## src/rtl/calib_pkg.sv

```systemverilog
package calib_pkg;
  typedef enum logic [1:0] {
    ST_IDLE   = 2'd0,
    ST_LAUNCH = 2'd1,
    ST_WAIT   = 2'd2,
    ST_FINAL  = 2'd3
  } calib_state_t;
endpackage

```

## src/rtl/calib_pattern_gen.sv

```systemverilog
module calib_pattern_gen #(
  parameter int GROUPS = 256,
  parameter int WORDS  = 4,
  parameter int DATA_W = 32
) (
  input  logic                                         clk,
  input  logic                                         rst,
  input  logic [$clog2(GROUPS)+$clog2(WORDS)-1:0]      addr,
  output logic [DATA_W-1:0]                            word
);
  localparam int GRP_W  = $clog2(GROUPS);
  localparam int SEL_W  = $clog2(WORDS);
  localparam int ADDR_W = GRP_W + SEL_W;
  localparam int HALF_W = DATA_W / 2;

  logic [GRP_W-1:0]  grp;
  logic [GRP_W-1:0]  shifted;
  logic [DATA_W-1:0] next_word;

  assign grp     = addr[ADDR_W-1:SEL_W];
  assign shifted = grp >> {addr[SEL_W-1:0], 1'b0};

  for (genvar h = 0; h < 2; h++) begin : g_half
    assign next_word[h*HALF_W +: HALF_W] = {HALF_W{shifted[h]}};
  end

  always_ff @(posedge clk) begin
    if (rst) word <= '0;
    else     word <= next_word;
  end


  half_uniform_chk: assert property (@(posedge clk) disable iff (rst)
    (word[HALF_W-1:0] == '0 || word[HALF_W-1:0] == '1) &&
    (word[DATA_W-1:HALF_W] == '0 || word[DATA_W-1:HALF_W] == '1));
endmodule

```

## src/rtl/calib_midpoint.sv

```systemverilog
module calib_midpoint #(
  parameter int TAP_W = 6
) (
  input  logic [TAP_W-1:0] upper,
  input  logic [TAP_W-1:0] lower,
  output logic [TAP_W-1:0] mid,
  output logic [TAP_W-1:0] mid_p1
);
  logic [TAP_W:0] sum;
  assign sum    = {1'b0, upper} + {1'b0, lower};
  assign mid    = sum[TAP_W:1];
  assign mid_p1 = sum[TAP_W:1] + 1'b1;
endmodule

```

## src/rtl/calib_sweep.sv

```systemverilog
module calib_sweep
  import calib_pkg::*;
#(
  parameter int TAP_W    = 6,
  parameter int TAP_CEIL = 32
) (
  input  logic             clk,
  input  logic             rst,
  input  logic             start,
  input  logic [TAP_W-1:0] init_tap,
  input  logic             chk_done,
  input  logic             chk_pass,
  output logic             chk_go,
  output logic [TAP_W-1:0] lane0,
  output logic [TAP_W-1:0] lane1,
  output logic             busy,
  output logic             done
);
  localparam logic [TAP_W-1:0] CEIL = TAP_W'(TAP_CEIL);

  calib_state_t     state;
  logic [TAP_W-1:0] cur, base, upper, lower, mid, mid_p1;
  logic             going_up, second;

  calib_midpoint #(.TAP_W(TAP_W)) u_mid (
    .upper(upper), .lower(lower), .mid(mid), .mid_p1(mid_p1)
  );

  always_ff @(posedge clk) begin
    if (rst) begin
      state <= ST_IDLE; cur <= '0; base <= '0; upper <= '0; lower <= '0;
      going_up <= 1'b0; second <= 1'b0; chk_go <= 1'b0;
      lane0 <= '0; lane1 <= '0; busy <= 1'b0; done <= 1'b0;
    end else begin
      chk_go <= 1'b0;
      done   <= 1'b0;
      case (state)
        ST_IDLE: if (start) begin
          cur <= init_tap; base <= init_tap;
          going_up <= 1'b1; second <= 1'b0; busy <= 1'b1;
          state <= ST_LAUNCH;
        end
        ST_LAUNCH: begin
          lane0 <= cur; lane1 <= cur; chk_go <= 1'b1;
          state <= ST_WAIT;
        end
        ST_WAIT: if (chk_done) begin
          state <= ST_LAUNCH;
          if (chk_pass && !second) begin
            second <= 1'b1;
          end else begin
            second <= 1'b0;
            if (!chk_pass) begin
              if (going_up) begin
                upper <= cur - 1'b1; cur <= base; going_up <= 1'b0;
              end else begin
                lower <= cur + 1'b1; state <= ST_FINAL;
              end
            end else if (going_up) begin
              if (cur < CEIL) cur <= cur + 1'b1;
              else begin
                upper <= cur; cur <= base; going_up <= 1'b0;
              end
            end else if (cur == '0) begin
              lower <= '0; state <= ST_FINAL;
            end else begin
              cur <= cur - 1'b1;
            end
          end
        end
        ST_FINAL: begin
          lane0 <= mid; lane1 <= mid_p1;
          busy <= 1'b0; done <= 1'b1;
          state <= ST_IDLE;
        end
        default: state <= ST_IDLE;
      endcase
    end
  end


  lanes_match_chk: assert property (@(posedge clk) disable iff (rst)
    chk_go |-> (lane0 == lane1) && busy);


  finish_chk: assert property (@(posedge clk) disable iff (rst)
    done |-> !busy && (lane1 == lane0 + 1'b1));


  base_hold_chk: assert property (@(posedge clk) disable iff (rst)
    busy |=> $stable(base));


  step_up_chk: assert property (@(posedge clk) disable iff (rst)
    (state == ST_WAIT && chk_done && chk_pass && second && going_up && cur < CEIL)
      |=> cur == $past(cur) + 1'b1);
endmodule

```

## src/rtl/dqs_tap_calib.sv

```systemverilog
module dqs_tap_calib #(
  parameter int TAP_W    = 6,
  parameter int TAP_CEIL = 32,
  parameter int GROUPS   = 256,
  parameter int WORDS    = 4,
  parameter int DATA_W   = 32
) (
  input  logic                                    clk,
  input  logic                                    rst,
  input  logic                                    start,
  input  logic [TAP_W-1:0]                        init_tap,
  output logic                                    test_go,
  input  logic                                    test_done,
  input  logic                                    test_pass,
  output logic [TAP_W-1:0]                        lane0_tap,
  output logic [TAP_W-1:0]                        lane1_tap,
  output logic                                    busy,
  output logic                                    done,
  input  logic [$clog2(GROUPS)+$clog2(WORDS)-1:0] pat_addr,
  output logic [DATA_W-1:0]                       pat_word
);
  calib_sweep #(.TAP_W(TAP_W), .TAP_CEIL(TAP_CEIL)) u_sweep (
    .clk(clk), .rst(rst), .start(start), .init_tap(init_tap),
    .chk_done(test_done), .chk_pass(test_pass), .chk_go(test_go),
    .lane0(lane0_tap), .lane1(lane1_tap), .busy(busy), .done(done)
  );

  calib_pattern_gen #(.GROUPS(GROUPS), .WORDS(WORDS), .DATA_W(DATA_W)) u_pat (
    .clk(clk), .rst(rst), .addr(pat_addr), .word(pat_word)
  );
endmodule

```

## config.mk

```make
export PLATFORM = sky130hd
export DESIGN_NAME = dqs_tap_calib
export DESIGN_NICKNAME = d
export VERILOG_FILES = /design/src/rtl/calib_pkg.sv /design/src/rtl/calib_pattern_gen.sv /design/src/rtl/calib_midpoint.sv /design/src/rtl/calib_sweep.sv /design/src/rtl/dqs_tap_calib.sv
export SDC_FILE = /design/constraint.sdc
export NUM_CORES = 1
export LEC_CHECK = 0
export BUFFER_PORTS_ARGS = -buffer_cell sky130_fd_sc_hd__buf_2
export CAP_MARGIN = 20
export CORE_MARGIN = 2
export CORE_UTILIZATION = 48
export DETAILED_ROUTE_END_ITERATION = 8
export PLACE_DENSITY = 0.78
export SLEW_MARGIN = 20
export SYNTH_ARGS = -nofsm -noshare
export SYNTH_HDL_FRONTEND = slang
export SYNTH_SLANG_ARGS = --single-unit
```

## constraint.sdc

```tcl
create_clock -name clk -period 2.1 [get_ports clk]
set_input_delay 0.42 -clock clk [delete_from_list [all_inputs] [get_ports clk]]
set_output_delay 0.42 -clock clk [all_outputs]
set_load 0.05 [all_outputs]
```

# After elaboration in Yosys (flattened, before gate mapping)
# Index checks and enable logic that the tools add are counted.
[word_totals]
mem_bits_rw = 0
regBits = 60
rom_bits = 0
out_inout_bits = 47
input_bits = 21
word_cells = 87
latchBits = 0
n_memories = 0
[op_classes]
shifts = 1
n_mul = 0
n_bitwise = 2
n_div = 0
n_reduce_logical = 15
n_eq_ne = 10
magnitude_cmp = 1
n_addsub = 4
muxes = 41
[ops]
columns = ["operator", "count"]
rows = [
  ["6-bit two-way mux", 16],
  ["6-bit case mux with 2 select lines", 3],
  ["2-bit two-way mux", 7],
  ["6-bit by 1-bit adder with 6-bit output (second input constant)", 2],
  ["1-bit two-way mux", 11],
  ["5-bit AND reduction", 2],
  ["2-bit != test (second input constant)", 4],
  ["2-bit case mux with 4 select lines", 1],
  ["8-bit by 3-bit right shift with 2-bit output", 1],
  ["6-bit by 6-bit adder with 7-bit output", 1],
  ["6-bit zero test", 1],
  ["6-bit less-than comparator (second input constant)", 1],
  ["3-bit by 2-bit != test with 1-bit output (second input constant)", 2],
  ["1-bit case mux with 2 select lines", 3],
  ["2-bit AND reduction", 3],
  ["6-bit AND reduction", 1],
  ["2-bit nonzero test", 3],
  ["6-bit by 1-bit subtractor with 6-bit output (second input constant)", 1],
  ["2-bit equality test (second input constant)", 2],
  ["4-bit AND reduction", 1],
  ["3-bit AND reduction", 1],
  ["2-bit by 1-bit equality test with 1-bit output (second input constant)", 1],
  ["2-bit zero test", 1],
  ["2-bit by 1-bit != test with 1-bit output (second input constant)", 1],
  ["3 further kinds", 4],
]

# Depth between registers and ports, before layout
# Gate-level depths: netlist of the first run.
[logic_depth]
depth_word = 7
mapped_depth = 10
ltp_nobuf = 8

# Hierarchy
# A second synthesis of the first run with hierarchy kept.
[hier_totals]
cells_unflattened = 336
area_unflattened_um2 = 2856.5
[modules_own_cells]
columns = ["mod", "seq_area_each_um2", "n_inst", "cells_per_inst", "area_each_um2"]
rows = [
  ["calib_sweep", 860.8, 1, 259, 2209.6],
  ["calib_midpoint", 0.0, 1, 41, 324.1],
  ["calib_pattern_gen", 40.0, 1, 36, 322.8],
]

# Least setup slack after synthesis of the first run
# No wires, ideal clock.
[synth_timing]
kind = "reg2reg"
from = "reg u_sweep.upper[5]"
to = "reg u_sweep.lane1[5]"
path_buffers = 0
period_less_slack_ns = 1.937
stages_incl_launch_ff = 8
arrival_time_ns = 1.806
slack_ns = 0.163
required_ns = 1.970
setup_time_ns = 0.130
cell_sequence = "dfxtp_1 ha_1 or3b_2 a211o_1 o211ai_1 nand4_1 xor2_1 o22ai_1"
[synth_between]
elab_chain_cells = 3
[synth_rtl]
columns = ["item", "line", "source"]
rows = [
  ["start, declared", "calib_sweep.sv:22", "logic [TAP_W-1:0] cur, base, upper, lower, mid, mid_p1;"],
  ["start signal, assigned", "calib_sweep.sv:31", "state <= ST_IDLE; cur <= '0; base <= '0; upper <= '0; lower <= '0;"],
  ["start signal, assigned", "calib_sweep.sv:55", "upper <= cur - 1'b1; cur <= base; going_up <= 1'b0;"],
  ["start signal, assigned", "calib_sweep.sv:62", "upper <= cur; cur <= base; going_up <= 1'b0;"],
  ["6-bit by 6-bit adder with 7-bit output", "calib_midpoint.sv:10", "assign sum = {1'b0, upper} + {1'b0, lower};"],
  ["6-bit by 1-bit adder with 6-bit output", "calib_midpoint.sv:12", "assign mid_p1 = sum[TAP_W:1] + 1'b1;"],
  ["6-bit case mux with 2 select lines", "calib_sweep.sv:37", "case (state)"],
  ["end signal, assigned", "calib_sweep.sv:72", "lane0 <= mid; lane1 <= mid_p1;"],
  ["end, declared", "calib_sweep.sv:15", "output logic [TAP_W-1:0] lane1,"],
]
# No other way between the ends.
# A chain may end at the register's enable or synchronous reset.

# Final worst setup path of the first run
[layout_timing]
from = "reg u_sweep.lower[5]"
to = "reg u_sweep.lane1[4]"
[layout_between]
elab_chain_cells = 3
[layout_rtl]
columns = ["item", "line", "source"]
rows = [
  ["start, declared", "calib_sweep.sv:22", ""],
  ["start signal, assigned", "calib_sweep.sv:31", ""],
  ["start signal, assigned", "calib_sweep.sv:57", "lower <= cur + 1'b1; state <= ST_FINAL;"],
  ["start signal, assigned", "calib_sweep.sv:65", "lower <= '0; state <= ST_FINAL;"],
  ["6-bit by 6-bit adder with 7-bit output", "calib_midpoint.sv:10", ""],
  ["6-bit by 1-bit adder with 6-bit output", "calib_midpoint.sv:12", ""],
  ["6-bit case mux with 2 select lines", "calib_sweep.sv:37", ""],
]
# No other way between the ends.

==> results.sh, run 1 <==
export IMPL_postSynthAreaPerCell_um2=8.109
export IMPL_grt_pass1_vias=2326
export IMPL_r2r_end="u_sweep.lane1[4]$_SDFFE_PP0P_"
export IMPL_critPathRequiredTime_ns=2.28
export IMPL_critPathTopFamily="compound AO/OA/AOI/OAI gates"
export IMPL_reg2regPathDepth=8
export IMPL_worstHoldPathCells=3
export IMPL_yosysSeqAreaShare=0.3239
export IMPL_n_antenna_cell=0
export IMPL_cpMostUsedCell="buf_4"
export IMPL_netlist_area_um2=2781
export IMPL_pwr_share_clk=0.249
export IMPL_die_w_um=80.12
export IMPL_final_common_cell="buf_2"
export IMPL_crit_path_max_incr_delay_ns=0.42
export IMPL_drive_gt1_frac=0.2927
export IMPL_cts_sinks=45
export IMPL_cts_tree="done"
export IMPL_grt_overflow=0
export IMPL_yosysWarnings=0
export IMPL_rows=27
export IMPL_p_comb_frac=0.334
export IMPL_routedWlPerCell_um=13.31
export IMPL_fmax_mhz=501.7
export IMPL_worst_slew_pin_slew_ns=0.4637
export IMPL_hold_viol=0
export IMPL_cts_reportedPaths_clkPinSlew_ns=0.09
export IMPL_grt_start_max_net_pins=25
export IMPL_drt_initial_drc_count=142
export IMPL_most_common_layout_cells="67 x buf_2, 41 x dfxtp_1, 37 x nor2_1"
export IMPL_cp_buffers_inverters=2
export IMPL_setup_viol=0
export IMPL_fin_crit_ns=1.993
export IMPL_critical_path_class="reg2reg"
export IMPL_relSlewSlack=0.6886
export IMPL_crit_path_end_kind="flop"
export IMPL_drv_slew=0
export IMPL_worstPathMaxFanout=4
export IMPL_synth_nets=375
export IMPL_critPathSlowestCell="a2111oi_0"
export IMPL_cts_hold_buf=0
export IMPL_htree_levels=2
export IMPL_cts_root_buf="clkbuf_8"
export IMPL_cap_viol_max_count=0
export IMPL_vdd_drop_max_v=0.0004962
export IMPL_clock_path_buffers=2
export IMPL_ant_nets=0
export IMPL_worstSetupStartpointType="flop"
export IMPL_cts_buffers=5
export IMPL_finalSetupTns_ns=0
export IMPL_place_ws_ns=0.05414
export IMPL_grt_pass1_wl_um=10620
export IMPL_viasPerCell=5.338
export IMPL_powerDensity_nw_per_um2=718.4
export IMPL_dieArea_um2=6419
export IMPL_outcome="finished clean"
export IMPL_antenna_found_initial=0
export IMPL_setup_slack_ns=0.1069
export IMPL_core_area_um2=5540
export IMPL_io_pin_count=68
export IMPL_clk_latency_ns=0.31
export IMPL_post_route_period_util=0.9491
export IMPL_drc_errors=0
export IMPL_firstDrtPassIters=4
export IMPL_min_delay_start="init_tap[3]"
export IMPL_io_buffers=67
export IMPL_nets=417
export IMPL_r2r_setup_slack_ns=0.11
export IMPL_num_vias=2445
export IMPL_gp_congestion=0.8545
export IMPL_r2r_start="u_sweep.lower[5]$_SDFFE_PP0P_"
export IMPL_start_util=0.5020
export IMPL_dieHeight_um=80.12
export IMPL_synth_distinct_cells=47
export IMPL_cp_cell_sequence="ha_4 -> buf_4 -> nor4b_1 -> a2111oi_0 -> o211ai_1 -> buf_4 -> xor2_1 -> o22ai_1"
export IMPL_synthCells=343
export IMPL_area_growth_pct=13.41
export IMPL_switching_share=0.3907
export IMPL_power_internal_mw=1.381
export IMPL_worst_ep_arrival_time_ns=2.18
export IMPL_hp_class="in2reg"
export IMPL_hpwl_um=4565
export IMPL_switching_power_mw=0.8852
export IMPL_drt_total_wl_um=6096
export IMPL_synth_seq_cells=45
export IMPL_power_leakage_nw=1.357
export IMPL_min_to="u_sweep.base[3]$_SDFFE_PP0P_"
export IMPL_seq_power_share=0.417
export IMPL_finClkSkew_ns=0.008549
export IMPL_grt_usage=0.2077
-- state kept, by name, indices dropped and copies added (netlist names) --
signal            count
u_sweep.chk_go        1
u_sweep.done          1
u_sweep.going_up      1
u_sweep.upper         6
u_sweep.cur           6
u_sweep.lane0         6
u_sweep.base          6
u_sweep.lane1         6
u_sweep.busy          1
u_sweep.second        1
u_sweep.lower         6
u_pat.word            2
u_sweep.state         2
-- cell usage after synthesis, drive strengths merged --
cell / n / area (µm²)
dfxtp: 45 / 900.9
buf: 39 / 281.5
nor2: 38 / 145.1
a21oi: 31 / 155.2
nand2: 28 / 105.1
clkbuf: 15 / 56.30
a211oi: 13 / 97.59
inv: 13 / 48.80
ha: 10 / 125.1
mux2i: 10 / 100.1
o21ai: 10 / 53.80
xnor2: 10 / 87.58
nor2b: 9 / 56.30
nand2b: 7 / 43.79
o22ai: 7 / 43.79
a311oi: 6 / 52.55
nand3: 6 / 30.03
xor2: 6 / 52.55
nor4: 5 / 31.28
a31oi: 4 / 25.02
o221ai: 4 / 35.03
nor3b: 3 / 22.52
mux4: 2 / 45.04
nor3: 2 / 10.01
nor4b: 2 / 17.52
o211ai: 2 / 15.01
or2: 2 / 12.52
a2111oi: 1 / 8.760
a211o: 1 / 8.760
a221oi: 1 / 8.760
a31o: 1 / 8.760
and2: 1 / 6.260
and3b: 1 / 8.760
and4: 1 / 8.760
clkinv: 1 / 3.750
fa: 1 / 20.02
mux2: 1 / 15.01
nand3b: 1 / 7.510
nand4: 1 / 6.260
or3: 1 / 11.26
or3b: 1 / 8.760
-- worst min-delay path, cell delays in order --
cell     delay [ns]
buf_2          0.10
nand2_1        0.05
a21oi_1        0.05
-- what timing repair did --
action | 4_1_cts | 5_1_grt
resized for setup | 0 | 7
buffers inserted | 0 | 2
endpoints found under the setup margin | 0 | 5
-- routing by layer --
metal	vias to the layer above	routed length, µm	GRT usage
met5	-	0	0
met3	11	233	0.03371
met1	1139	2676	0.2621
li1	1245	-	-
met2	50	3068	0.3533
met4	0	117	0.08136
-- power by group through the flow --
stage / clock (mW) / sequential (mW) / combinational (mW)
after floorplan: 0 / 1.03 / 0.569
after global placement: 0 / 0.963 / 0.744
after detailed placement: 0 / 0.966 / 0.754
after CTS: 0.575 / 0.946 / 0.757
after global routing: 0.608 / 0.956 / 0.820
final: 0.564 / 0.945 / 0.757
-- per-stage QoR --
| stage | total power [mW] | hold WS [ns] | utilization | cells | instance area (µm²) |
|---|---|---|---|---|---|
| finish | 2.266 | 0.3500 | 0.5693 | 458 | 3154 |
| global route | 2.384 | 0.3591 | 0.5693 | 458 | 3154 |
| CTS | 2.278 | 0.3471 | 0.5614 | 456 | 3110 |
| detailed placement | 1.720 | 0.4473 | 0.5449 | 448 | 3019 |
| global placement | 1.707 | 0.4435 | 0.5449 | 448 | 3019 |
| floorplan | 1.600 | 0.4332 | - | 343 | 2781 |
-- worst max-delay path by stage --
stage	endpoint	start	depth (start not counted)
detailed placement	u_sweep.lane1[5]$_SDFFE_PP0P_	u_sweep.upper[5]$_SDFFE_PP0P_	7
CTS	u_sweep.lane0[4]$_SDFFE_PP0P_	u_sweep.upper[5]$_SDFFE_PP0P_	7
global route	u_sweep.lane1[4]$_SDFFE_PP0P_	u_sweep.upper[5]$_SDFFE_PP0P_	7
finish	u_sweep.lane1[4]$_SDFFE_PP0P_	u_sweep.lower[5]$_SDFFE_PP0P_	8
global placement	u_sweep.lane1[5]$_SDFFE_PP0P_	u_sweep.upper[5]$_SDFFE_PP0P_	7
floorplan	u_sweep.lane1[5]$_SDFFE_PP0P_	u_sweep.upper[5]$_SDFFE_PP0P_	7
-- cell type report --
type,instances,area [µm²]
Fill cell,538,2386
Inverter,14,52.55
Multi-Input combinational cell,230,1514
Timing Repair Buffer,89,500.5
Tap cell,72,90.09
Clock buffer,5,68.82
Sequential cell,45,905.9
Clock inverter,3,22.52
-- cell families (layout without fill, tap and decap cells) --
kind of cell    after synthesis  after routing  share of synthesized area
mux                          13             13                    0.05758
flops                        45             45                     0.3239
xor+xnor                     16             16                    0.05038
buf+inv                      68            111                     0.1403
fa+ha+maj                    11             11                    0.05218
compound gates               81             81                     0.1844
simple gates                109            109                     0.1912
Power figures use the tool's default switching activity.
==> run 2: changes to the inputs <==
--- a/config.mk
+++ b/config.mk
@@ -7,8 +7,10 @@
 export LEC_CHECK = 0
 export BUFFER_PORTS_ARGS = -buffer_cell sky130_fd_sc_hd__buf_2
 export CAP_MARGIN = 20
+export CELL_PAD_IN_SITES_DETAIL_PLACEMENT = 1
+export CELL_PAD_IN_SITES_GLOBAL_PLACEMENT = 1
 export CORE_MARGIN = 2
-export CORE_UTILIZATION = 48
+export CORE_UTILIZATION = 35
 export DETAILED_ROUTE_END_ITERATION = 8
 export PLACE_DENSITY = 0.78
 export SLEW_MARGIN = 20
==> results.sh, run 2 (synthesis results as in run 1) <==
export IMPL_clk_latency_ns=0.31
export IMPL_ant_nets=0
export IMPL_drc_errors=0
export IMPL_final_common_cell="buf_2"
export IMPL_outcome="finished clean"
export IMPL_drive_gt1_frac=0.2894
export IMPL_cts_hold_buf=0
export IMPL_htree_levels=2
export IMPL_drv_slew=0
export IMPL_cts_sinks=45
export IMPL_fillers=973
export IMPL_io_buffers=67
export IMPL_dp_cells=480
export IMPL_power_leakage_nw=1.358
export IMPL_hp_class="in2reg"
export IMPL_fin_hold_ws_ns=0.3560
export IMPL_start_util=0.3599
export IMPL_setup_viol=0
export IMPL_nets=418
export IMPL_hold_viol=0
export IMPL_gp_congestion=0.9461
export IMPL_relSlewSlack=0.6659
export IMPL_grt_pass1_vias=2532
export IMPL_cap_viol_max_count=0
export IMPL_grt_overflow=0
export IMPL_rows=32
export IMPL_cts_reportedPaths_clkPinSlew_ns=0.09
export IMPL_io_pin_count=68
export IMPL_worst_slew_pin_slew_ns=0.5001
export IMPL_cts_buffers=5
export IMPL_critical_path_class="reg2reg"
export IMPL_cts_root_buf="clkbuf_8"
export IMPL_drt_initial_drc_count=93
export IMPL_critPathRequiredTime_ns=2.30
export IMPL_worst_ep_arrival_time_ns=2.22
export IMPL_powerDensity_nw_per_um2=714.8
export IMPL_cts_tree="done"
export IMPL_n_antenna_cell=0
export IMPL_viasPerCell=5.098
export IMPL_area_growth_pct=14.71
export IMPL_r2r_setup_slack_ns=0.08
export IMPL_worstPathMaxFanout=3
export IMPL_core_area_um2=7727
export IMPL_routedWlPerCell_um=14.60
export IMPL_grt_start_max_net_pins=25
export IMPL_post_route_period_util=0.9626
export IMPL_worstSetupStartpointType="flop"
export IMPL_most_common_layout_cells="67 x buf_2, 44 x dfxtp_1, 37 x nor2_1"
export IMPL_grt_usage=0.1666
export IMPL_antenna_found_initial=0
export IMPL_vdd_drop_max_v=0.0003625
export IMPL_finClkSkew_ns=0.008863
export IMPL_dieHeight_um=93.15
export IMPL_crit_path_end_kind="flop"
export IMPL_fin_crit_ns=2.021
export IMPL_grt_pass1_wl_um=11590
export IMPL_die_w_um=93.15
export IMPL_drt_total_wl_um=7141
export IMPL_num_vias=2493
export IMPL_firstDrtPassIters=4
export IMPL_fmax_mhz=494.7
export IMPL_fin_cells=489
export IMPL_dieArea_um2=8676
export IMPL_clock_path_buffers=2
export IMPL_hpwl_um=5506
## run 2: report_power, final
part / switching (mW) / total (mW) / internal [mW]
combinational: 0.535 / 0.782 / 0.247
sequential: 0.0391 / 0.944 / 0.905
clock: 0.320 / 0.555 / 0.235
## run 2: area by class of cell
cell class | instances | area [µm²] | share of cell area
clock buffer | 6 | 72.57 | 0.02275
clock inverter | 2 | 15.01 | 0.004706
inverter | 14 | 52.55 | 0.01647
multi-input combinational | 230 | 1513 | 0.4741
sequential | 45 | 902.1 | 0.2827
tap | 102 | 127.6 | 0.04000
timing repair buffer | 90 | 508.0 | 0.1592
## run 2: worst paths after layout
kind / from / end / cells after the start
min reg2reg: u_sweep.base[4]$_SDFFE_PP0P_ / u_sweep.base[4]$_SDFFE_PP0P_ / 2
max: u_sweep.upper[5]$_SDFFE_PP0P_ / u_sweep.lane1[5]$_SDFFE_PP0P_ / 7
max reg2reg: u_sweep.upper[5]$_SDFFE_PP0P_ / u_sweep.lane1[5]$_SDFFE_PP0P_ / 7
min: init_tap[4] / u_sweep.base[4]$_SDFFE_PP0P_ / 3
## run 2: per-stage QoR
step | utilization | cell area, µm² | total power [mW] | worst slack, ns | TNS (ns)
floorplan | - | 2781 | 1.600 | 0.1634 | 0
global placement | 0.3975 | 3072 | 1.724 | 0.1384 | 0
detailed placement | 0.3975 | 3072 | 1.745 | 0.04276 | 0
CTS | 0.4088 | 3159 | 2.309 | 0.03509 | 0
global route | 0.4129 | 3191 | 2.409 | -0.01021 | -0.01750
finish | 0.4129 | 3191 | 2.281 | 0.07851 | 0
## run 2: critical path, cell delays in order (launching register included)
cell and delay, ns:
dfxtp_2 0.34, ha_1 0.29, or3b_2 0.44, a211o_1 0.28, o211ai_1 0.14, nand4_1 0.16
xor2_1 0.16, o22ai_1 0.09
## run 2: metal layers
metal | vias up | wire (µm) | part of all wire | track usage
li1 | 1244 | - | - | -
met1 | 1172 | 3120 | 0.44 | 0.1850
met2 | 72 | 3606 | 0.50 | 0.3152
met3 | 5 | 352 | 0.049 | 0.03223
met4 | 0 | 61 | 0.0085 | 0.05637
met5 | - | 0 | 0 | 0
## run 2: timing repair
| action | in CTS | in global routing |
|---|---|---|
| gates resized for setup | 0 | 7 |
| setup buffers | 0 | 1 |
| setup endpoints to repair | 0 | 5 |
| endpoints found under the hold margin | 0 | 0 |
